--- config.mk ---
export PLATFORM = sky130hd
export DESIGN_NAME = asm_ctrl
export DESIGN_NICKNAME = d
export VERILOG_FILES = /design/src/rtl/asm_pkg.sv /design/src/rtl/asm_idle_timer.sv /design/src/rtl/asm_mode_fsm.sv /design/src/rtl/asm_ctrl.sv
export SDC_FILE = /design/constraint.sdc
export NUM_CORES = 1
export LEC_CHECK = 0
export BUFFER_PORTS_ARGS = -buffer_cell sky130_fd_sc_hd__buf_2
export CELL_PAD_IN_SITES_DETAIL_PLACEMENT = 1
export CELL_PAD_IN_SITES_GLOBAL_PLACEMENT = 1
export CORE_ASPECT_RATIO = 1.4
export CORE_MARGIN = 2
export CORE_UTILIZATION = 38
export DETAILED_ROUTE_END_ITERATION = 8
export GPL_TIMING_DRIVEN = 0
export PLACE_DENSITY_LB_ADDON = 0.1
export SETUP_SLACK_MARGIN = 0.3
export SYNTH_ARGS = -nofsm -noshare
export SYNTH_HDL_FRONTEND = slang
export SYNTH_SLANG_ARGS = --single-unit
--- constraint.sdc ---
create_clock -name clk -period 4.6 [get_ports clk]
set_input_delay 0.69 -clock clk [delete_from_list [all_inputs] [get_ports clk]]
set_output_delay 0.69 -clock clk [all_outputs]
set_load 0.03 [all_outputs]
--- src/rtl/asm_pkg.sv ---
package asm_pkg;

    typedef enum logic [1:0] {
        MODE_STBY  = 2'b00,
        MODE_WAKE  = 2'b01,
        MODE_SLEEP = 2'b10
    } mode_e;

    typedef struct packed {
        mode_e mode;
        logic  flag;
    } fsm_state_t;

endpackage

--- src/rtl/asm_idle_timer.sv ---
module asm_idle_timer #(
    parameter int CNT_W = 8
) (
    input  logic             clk,
    input  logic             rst_n,
    input  logic             run_i,
    input  logic             restart_i,
    input  logic             tick_i,
    input  logic [CNT_W-1:0] limit_i,
    output logic             expire_o
);
    localparam int SUM_W = CNT_W + 1;

    logic [CNT_W-1:0] cnt_d, cnt_q;
    logic [SUM_W-1:0] cnt_inc;
    logic             expire;

    always_comb begin
        cnt_inc = {1'b0, cnt_q} + SUM_W'(1);
        expire  = run_i && !restart_i && tick_i && (cnt_inc >= {1'b0, limit_i});
        cnt_d   = cnt_q;
        if (!run_i || restart_i || expire) begin
            cnt_d = '0;
        end else if (tick_i) begin
            cnt_d = cnt_inc[CNT_W-1:0];
        end
    end

    always_ff @(posedge clk or negedge rst_n) begin
        if (!rst_n) begin
            cnt_q <= '0;
        end else begin
            cnt_q <= cnt_d;
        end
    end

    assign expire_o = expire;


    restart_clears_chk: assert property (@(posedge clk) disable iff (!rst_n)
        (run_i && restart_i) |=> (cnt_q == '0));


    zero_limit_chk: assert property (@(posedge clk) disable iff (!rst_n)
        (limit_i == '0) |-> !expire_o);

endmodule

--- src/rtl/asm_mode_fsm.sv ---
module asm_mode_fsm
    import asm_pkg::*;
(
    input  logic  clk,
    input  logic  rst_n,
    input  logic  run_i,
    input  logic  aslp_en_i,
    input  logic  expire_i,
    input  logic  wake_hit_i,
    input  logic  mode_rd_i,
    output mode_e mode_o,
    output logic  flag_o
);
    fsm_state_t st_d, st_q;
    logic       set_evt;

    always_comb begin
        st_d    = st_q;
        set_evt = 1'b0;
        unique case (st_q.mode)
            MODE_STBY: begin
                if (run_i) st_d.mode = MODE_WAKE;
            end
            MODE_WAKE: begin
                if (!run_i) begin
                    st_d.mode = MODE_STBY;
                end else if (expire_i) begin
                    st_d.mode = MODE_SLEEP;
                    set_evt   = 1'b1;
                end
            end
            MODE_SLEEP: begin
                if (!run_i) begin
                    st_d.mode = MODE_STBY;
                end else if (!aslp_en_i) begin
                    st_d.mode = MODE_WAKE;
                end else if (wake_hit_i) begin
                    st_d.mode = MODE_WAKE;
                    set_evt   = 1'b1;
                end
            end
            default: st_d.mode = MODE_STBY;
        endcase
        if (set_evt) begin
            st_d.flag = 1'b1;
        end else if (mode_rd_i) begin
            st_d.flag = 1'b0;
        end
    end

    always_ff @(posedge clk or negedge rst_n) begin
        if (!rst_n) begin
            st_q <= '{mode: MODE_STBY, flag: 1'b0};
        end else begin
            st_q <= st_d;
        end
    end

    assign mode_o = st_q.mode;
    assign flag_o = st_q.flag;


    standby_on_stop_chk: assert property (@(posedge clk) disable iff (!rst_n)
        !run_i |=> (st_q.mode == MODE_STBY));


    sleep_sets_flag_chk: assert property (@(posedge clk) disable iff (!rst_n)
        (st_q.mode == MODE_WAKE && run_i && expire_i) |=> (st_q.mode == MODE_SLEEP && st_q.flag));


    flag_fall_needs_read_chk: assert property (@(posedge clk) disable iff (!rst_n)
        $fell(st_q.flag) |-> $past(mode_rd_i));


    no_sleep_when_off_chk: assert property (@(posedge clk) disable iff (!rst_n)
        !aslp_en_i |=> (st_q.mode != MODE_SLEEP));

endmodule

--- src/rtl/asm_ctrl.sv ---
module asm_ctrl
    import asm_pkg::*;
#(
    parameter int CNT_W = 8,
    parameter int N_SRC = 6
) (
    input  logic             clk,
    input  logic             rst_n,
    input  logic             run_i,
    input  logic             autosleep_en_i,
    input  logic             tick_i,
    input  logic [CNT_W-1:0] idle_limit_i,
    input  logic [N_SRC-1:0] irq_evt_i,
    input  logic [N_SRC-1:0] irq_en_i,
    input  logic [N_SRC-1:0] wake_sel_i,
    input  logic             mode_rd_i,
    output logic [1:0]       mode_o,
    output logic             low_rate_o,
    output logic             aslp_evt_o
);
    mode_e mode;
    logic  restart, wake_hit, timer_run, expire, flag;

    always_comb begin
        restart   = |(irq_evt_i & irq_en_i);
        wake_hit  = |(irq_evt_i & wake_sel_i);
        timer_run = (mode == MODE_WAKE) && run_i && autosleep_en_i && (idle_limit_i != '0);
    end

    asm_idle_timer #(.CNT_W(CNT_W)) u_timer (
        .clk       (clk),
        .rst_n     (rst_n),
        .run_i     (timer_run),
        .restart_i (restart),
        .tick_i    (tick_i),
        .limit_i   (idle_limit_i),
        .expire_o  (expire)
    );

    asm_mode_fsm u_fsm (
        .clk        (clk),
        .rst_n      (rst_n),
        .run_i      (run_i),
        .aslp_en_i  (autosleep_en_i),
        .expire_i   (expire),
        .wake_hit_i (wake_hit),
        .mode_rd_i  (mode_rd_i),
        .mode_o     (mode),
        .flag_o     (flag)
    );

    assign mode_o     = mode;
    assign low_rate_o = (mode == MODE_SLEEP);
    assign aslp_evt_o = flag;


    legal_code_chk: assert property (@(posedge clk) disable iff (!rst_n)
        mode_o != 2'b11);

endmodule

==> results.md, run 1 <==
- Status: finished clean
- Drt drc: 0
- Reg clk slew, reported paths: 0.07 ns
- CTS root buffer: clkbuf_4
- CP cell instances: ha_1, nand2_1, or2_1, xnor2_1, ha_1, o21a_1, o211ai_1, a221oi_1, nor3_1, a22o_1
- Multi-input combinational cell area: 639.4 um2
- CTS tree: built
- MaxCap Viol Count: 0
- Clock Sinks: 11
- 1st-iter DRT viols: 9
- EDFF count, synth: 0
- Synth cell types: 33
- Crit path time final: 2.920 ns
- Final worst slack: 1.680 ns
- Pin count of the biggest net entering global routing: 12
- Total Wirelength: 2517 um
- Most area-hungry cell type in the Yosys netlist: dfrtp_1
- Post-route clock period utilization: 0.6347
- Fill cell count: 287
- Worst-path cell with the longest stage delay: nor3_1
- Required @ worst endpoint: 4.80 ns
- Worst VDD drop: 0.1739 mV
- P per Cell Area: 218.0 nW/um2
- Reg2Reg Setup Slack: 1.68 ns
- Syn Inst Count: 104
- Post-synth net total: 149
- Worst path max stage delay: 0.67 ns
- Post-Route Setup TNS: 0 ns
- Fmax: 342.5 MHz
- Slew HR: 0.4869
- Worst setup path class: flip-flop to flip-flop
- Ys async rst share: 1.000
- Die span in y: 63.58 um
- Core area: 2391 um2
- Max Transition Viols Final: 0
- Crit path max fanout: 6
- Vias in the first global route: 1065
- Initial antenna violation count: 0
- # resized after CTS: 0
- Hold-fix buffers, CTS: 0
- Die width: 46.56 um
- Synth top area cells: dfrtp_1 (29%), ha_1 (17%), a22o_1 (10%)
- Worst-Margin Slew: 0.7638 ns
- Post-DP HPWL: 2213 um
- Setup-failing EPs final: 0
- GR Util All Layers: 0.2025
- Synth cell count leaders: ha_1 (13), inv_1 (13), a22o_1 (11), dfrtp_1 (11), nand3_1 (7)
- Clock Skews: 0.004016 ns
- CTS Buf Count: 3
- Reg2Reg Capture Point: u_timer.cnt_q[5]
- DP Worst Slack: 1.693 ns
- Antenna Nets Post-Route: 0
- # rows: 21
- Worst flop-to-flop path startpoint: u_timer.cnt_q[0]
- IO Pins: 36
- Router iterations before antenna repair: 3
- Gpl congestion: 0.7336
- Register Area: 275.3 um2
- Initial Util: 0.4029
- # Post-CTS Setup Buffers: 0
- Routed WL per cell: 14.22 um
- Avg Synthesized Cell Area: 9.264 um2
- CP arrival: 3.12 ns
- RSZ-0062 raised after global routing: no
- Share of cells above drive strength 1: 0.3217
- Startpoint Class: flip-flop
- Via count: 941
- Hold_ws: 0.2789 ns
- Post-synth top area share: 0.2857
- Warnings, synthesis: 0
- Post-Syn Area: 963.4 um2
- Overflow after GRT: 0
- Sequential area share after synthesis: 0.2857
- HP Class: input pin to async pin
- Area grow syn2layout: 25.32%
- Die Area: 2960 um2
- Clock Tree Buf Depth: 2
- Final Hold Fails: 0
- N_diodes: 0
- H-tree levels: 1
- Tot Pwr: 0.2632 mW
- Register bit count reported by yosys: 11
- # nets final: 189
- Via/cell ratio: 5.316
- R2R cell count: 10
- LEAKAGE: 0.6580 nW
- CP Capture Type: flip-flop
- Port Buf Inserts: 35
- Post-synth top flop: dfrtp_1
- First-pass GRT wire length: 4443 um
- Clock Latency Late Sink: 0.27 ns
- Most frequent CP cell: ha_1
[layer usage]
metal	wire, um	up-vias	global-route usage	share of wire
met2	1575	24	0.4045	0.63
met3	73	2	0.02579	0.029
met4	12	0	0.05357	0.0048
li1	-	464	-	-
met5	0	-	0	0
met1	855	451	0.1958	0.34
[area by class of cell]
type                            instances  share of cell area
Multi-Input combinational cell         80              0.5295
Inverter                               13             0.04041
Tap cell                               34             0.03523
Clock buffer                            4             0.02176
Timing Repair Buffer                   35              0.1451
Sequential cell                        11              0.2280
[worst max-delay path, delay by kind of cell, from the launching register on]
| family | cells | cell delay [ns] |
|---|---|---|
| xor gates and xnor gates | 1 | 0.20 |
| adders and majority gates | 2 | 0.58 |
| AOI/OAI and AO/OA | 4 | 0.64 |
| and+or+nand+nor | 3 | 0.99 |
| DFF | 1 | 0.45 |
[power breakdown]
part           internal [mW]  switching [mW]  leakage [nW]
sequential             0.102         0.00715         0.151
clock                 0.0336          0.0328        0.0150
combinational         0.0403          0.0479         0.492
[how the worst max path moves through the flow]
stage | from | endpoint | slack [ns] | depth (start not counted)
after floorplan | u_timer.cnt_q[0] | u_fsm.mode_o[0] | 2.06 | 11
after global placement | u_timer.cnt_q[0] | u_timer.cnt_q[6] | 1.72 | 10
after detailed placement | u_timer.cnt_q[0] | u_timer.cnt_q[7] | 1.69 | 10
final | u_timer.cnt_q[0] | u_timer.cnt_q[5] | 1.68 | 10
after global routing | u_timer.cnt_q[0] | u_timer.cnt_q[5] | 1.44 | 10
after CTS | u_timer.cnt_q[0] | u_timer.cnt_q[5] | 1.64 | 10
[metrics by stage]
stage	utilization	cell area (um2)	std cells
global placement	0.4940	1181	173
floorplan	-	963.4	104
finish	0.5050	1207	177
global route	0.5050	1207	177
CTS	0.5050	1207	177
detailed placement	0.4940	1181	173
[flip-flops by register name (all words and copies together), names as in the netlist]
name,cells
u_fsm.flag_o,1
u_timer.cnt_q,8
u_fsm.mode_o,2
[layout by cell type (no fill, tap or decap)]
cell,count
dfrtp_1,11
ha_1,13
or2_1,1
clkbuf_1,1
o21a_1,1
a22oi_1,1
o211ai_2,1
nor4_1,4
buf_2,35
nor3_1,2
nand2_1,6
nor3b_2,1
nand3_1,7
o311ai_0,1
nand2_2,1
a211oi_2,1
a221oi_1,1
a21o_1,2
o211ai_1,1
o21ai_0,3
clkbuf_4,3
xor2_1,2
nor2_1,4
a21oi_1,3
or3_1,1
a32o_2,1
inv_1,13
mux2_4,1
o31ai_1,1
nand4_2,1
xnor2_1,4
and3_1,1
o21bai_1,1
a22o_1,11
o21ai_2,1
o21ba_1,1
[kinds of logic (layout without fill, tap and decap cells)]
logic type      Yosys count  in the layout  share of synthesized area
compound gates           31             31                     0.2610
simple gates             29             29                     0.1636
fa+ha+maj                13             13                     0.1688
buf+inv                  13             52                    0.05065
flops                    11             11                     0.2857
xor+xnor                  6              6                    0.05455
mux                       1              1                    0.01558
No activity file was read; power rests on OpenSTA's default activity.
==> run 2: changes to the inputs <==
--- a/config.mk
+++ b/config.mk
@@ -10,7 +10,7 @@
 export CELL_PAD_IN_SITES_GLOBAL_PLACEMENT = 1
 export CORE_ASPECT_RATIO = 1.4
 export CORE_MARGIN = 2
-export CORE_UTILIZATION = 38
+export CORE_UTILIZATION = 35
 export DETAILED_ROUTE_END_ITERATION = 8
 export GPL_TIMING_DRIVEN = 0
 export PLACE_DENSITY_LB_ADDON = 0.1
==> constraint.sdc (replaced) <==
create_clock -name clk -period 2.72 [get_ports clk]
set_input_delay 0.408 -clock clk [delete_from_list [all_inputs] [get_ports clk]]
set_output_delay 0.408 -clock clk [all_outputs]
set_load 0.03 [all_outputs]
==> run 2 against run 1 <==
Die area increased by 7.9%. Sequential power increased by 68%. Register-to-register slack got worse by 1.6 ns. Largest cell class unchanged. Sequential share of layout area is 3.0 points lower. First-iteration DRC count grew to 2.9 times the previous value. Critical path type unchanged. Design area up 17%. Routed wire length is 12% higher. Critical path depth is 1 higher. Via count up 8.4%. Critical endpoint is now u_fsm.mode_o[0].
==> results.md, run 2 (same netlist as run 1, synthesis figures left out) <==
- CP Capture Type: flip-flop
- Required @ worst endpoint: 2.88 ns (-1.92 ns)
- Top reg by flops: u_timer.cnt_q
- Via/cell ratio: 5.231 (-1.6%)
- CP cell instances: ha_4, nand2_2, or2_4, xnor2_2, ha_1, o21a_1, o211ai_1, a221oi_4, o21ba_1, o21ai_2, mux2_4
- Worst flop-to-flop path startpoint: u_timer.cnt_q[0]
- Reg clk slew, reported paths: 0.08 ns (about the same)
- Max Transition Viols Final: 0 (unchanged)
- Post-route clock period utilization: 0.9650 (+0.3303)
- Gpl congestion: 0.7086 (-3.4%)
- Non-Filler Instances: 195 (+10%)
- Post-DP HPWL: 2206 um (-0.32%)
- Overflow after GRT: 0 (unchanged)
- # rows: 22 (+4.8%)
- Core area: 2615 um2 (+9.4%)
- Placed insts: 175 (+1.2%)
- Clock Latency Late Sink: 0.29 ns (+0.02 ns)
- Initial antenna violation count: 0 (unchanged)
- P per Cell Area: 323.1 nW/um2 (+48%)
- Worst VDD drop: 0.2798 mV (+61%)
- First-pass GRT wire length: 4857 um (+9.3%)
- Routed WL per cell: 14.39 um (+1.2%)
- Drt drc: 0 (unchanged)
- GR Util All Layers: 0.1990 (-0.003500)
- Port Buf Inserts: 35 (unchanged)
- Die Area: 3194 um2 (+7.9%)
- Pin count of the biggest net entering global routing: 12 (unchanged)
- Die span in y: 66.08 um (+3.9%)
- Post-Route Setup TNS: 0 ns (unchanged)
- Clock Sinks: 11 (unchanged)
- Commonest cells after routing, fill and taps aside: buf_2 (35), inv_1 (13), buf_4 (13), ha_1 (12), a22o_1 (11)
- MaxCap Viol Count: 0 (unchanged)
- H-tree levels: 1 (unchanged)
- Clock Tree Buf Depth: 2 (unchanged)
- Worst-Margin Slew: 0.5777 ns (-0.1861 ns)
- HP Class: input pin to flip-flop
- Initial Util: 0.3684 (-0.03451)
- Area grow syn2layout: 46.23%
- Crit path time final: 2.625 ns (-0.2948 ns)
- Crit path max fanout: 4 (-2)
- CP arrival: 2.79 ns (-0.33 ns)
- Worst path max stage delay: 0.41 ns (-0.26 ns)
- Fill cell count: 322 (+12%)
- 1st-iter DRT viols: 26 (+17)
- CTS root buffer: clkbuf_4
- Clock Skews: 0.01184 ns (+0.007821 ns)
- Setup-failing EPs final: 0 (unchanged)
- CTS Buf Count: 3 (unchanged)
- IO Pins: 36 (unchanged)
- CTS tree: built
- Buf/Inv on CP: 0 (unchanged)
- Max FFs per register: 8 (unchanged)
- RSZ-0062 raised after global routing: yes
- Worst-path cell with the longest stage delay: dfrtp_2
- Worst Setup SP: u_timer.cnt_q[0]
- Vias in the first global route: 1119 (+5.1%)
- Antenna Nets Post-Route: 0 (unchanged)
- Router iterations before antenna repair: 2 (-1)
- Status: finished clean
- Most common cell after layout, fill and taps aside: buf_2
- N_diodes: 0 (unchanged)
- # nets final: 205 (+8.5%)
- Slew HR: 0.6135 (+0.1266)
- Share of cells above drive strength 1: 0.4591 (+0.1374)
- CP delay by family, top: compound AO/OA/AOI/OAI gates
- Fmax: 381.0 MHz (+11%)
- Die width: 48.34 um (+3.8%)
- Final Hold Fails: 0 (unchanged)
- Startpoint Class: flip-flop
- Via count: 1020 (+8.4%)
- LEAKAGE: 0.7582 nW (+15%)
- Total Wirelength: 2807 um (+12%)
- Hold path startpoint: mode_rd_i
- Worst setup path class: flip-flop to flip-flop
[run 2: final timing paths]
check	slack, ns	endpoint	cells past startpoint
setup / recovery	0.1	u_fsm.mode_o[0]	11
hold / removal	0.39	u_fsm.flag_o	3
setup reg to reg	0.1	u_fsm.mode_o[0]	11
hold reg to reg	0.50	u_fsm.flag_o	1
max in group asynchronous	1.95	u_timer.cnt_q[2]	2
min in group asynchronous	0.52	u_timer.cnt_q[3]	2
[run 2: worst reg2reg max path, stage by stage, from the launching register on]
cell      delay, ns
dfrtp_2        0.41
ha_4           0.16
nand2_2        0.05
or2_4          0.25
xnor2_2        0.14
ha_1           0.31
o21a_1         0.11
o211ai_1       0.32
a221oi_4       0.09
o21ba_1        0.21
o21ai_2        0.16
mux2_4         0.31
[run 2: layer usage]
layer  track usage  vias up  share of wire
met5             0        -              0
met4       0.09643        0          0.024
met3       0.03620        7          0.028
met2        0.4063       17           0.59
met1        0.1879      498           0.35
li1              -      498              -
[run 2: layout make-up]
type / instances / area, um2 / share of cell area
Inverter: 13 / 48.80 / 0.03464
Clock buffer: 4 / 26.28 / 0.01865
Sequential cell: 11 / 279.0 / 0.1980
Tap cell: 36 / 45.04 / 0.03197
Timing Repair Buffer: 51 / 305.3 / 0.2167
Multi-Input combinational cell: 80 / 704.4 / 0.5000
[run 2: through the flow]
step / worst slack, ns / power, mW / instance area (um2) / hold WS (ns) / utilization
6_report: 0.09515 / 0.4552 / 1409 / 0.3939 / 0.5388
5_1_grt: -0.02225 / 0.4900 / 1409 / 0.4027 / 0.5388
4_1_cts: 0.04098 / 0.4580 / 1304 / 0.3963 / 0.4986
3_5_place_dp: -0.2110 / 0.3370 / 1202 / 0.3021 / 0.4598
3_3_place_gp: -0.1320 / 0.3341 / 1202 / 0.2919 / 0.4598
2_1_floorplan: 0.3094 / 0.2806 / 982.2 / 0.1124 / -
[run 2: report_power, final]
part | total, mW | internal, mW | switching (mW)
combinational | 0.154 | 0.0716 | 0.0822
sequential | 0.183 | 0.172 | 0.0108
clock | 0.119 | 0.0571 | 0.0618
total | 0.455 | 0.300 | 0.155
[run 2: repair_timing]
item	4_1_cts	5_1_grt
pin swaps	4	5
setup buffers	6	9
endpoints found under the hold margin	5	0
endpoints found under the setup margin	11	11
resized for setup	6	9
hold buffers	1	0
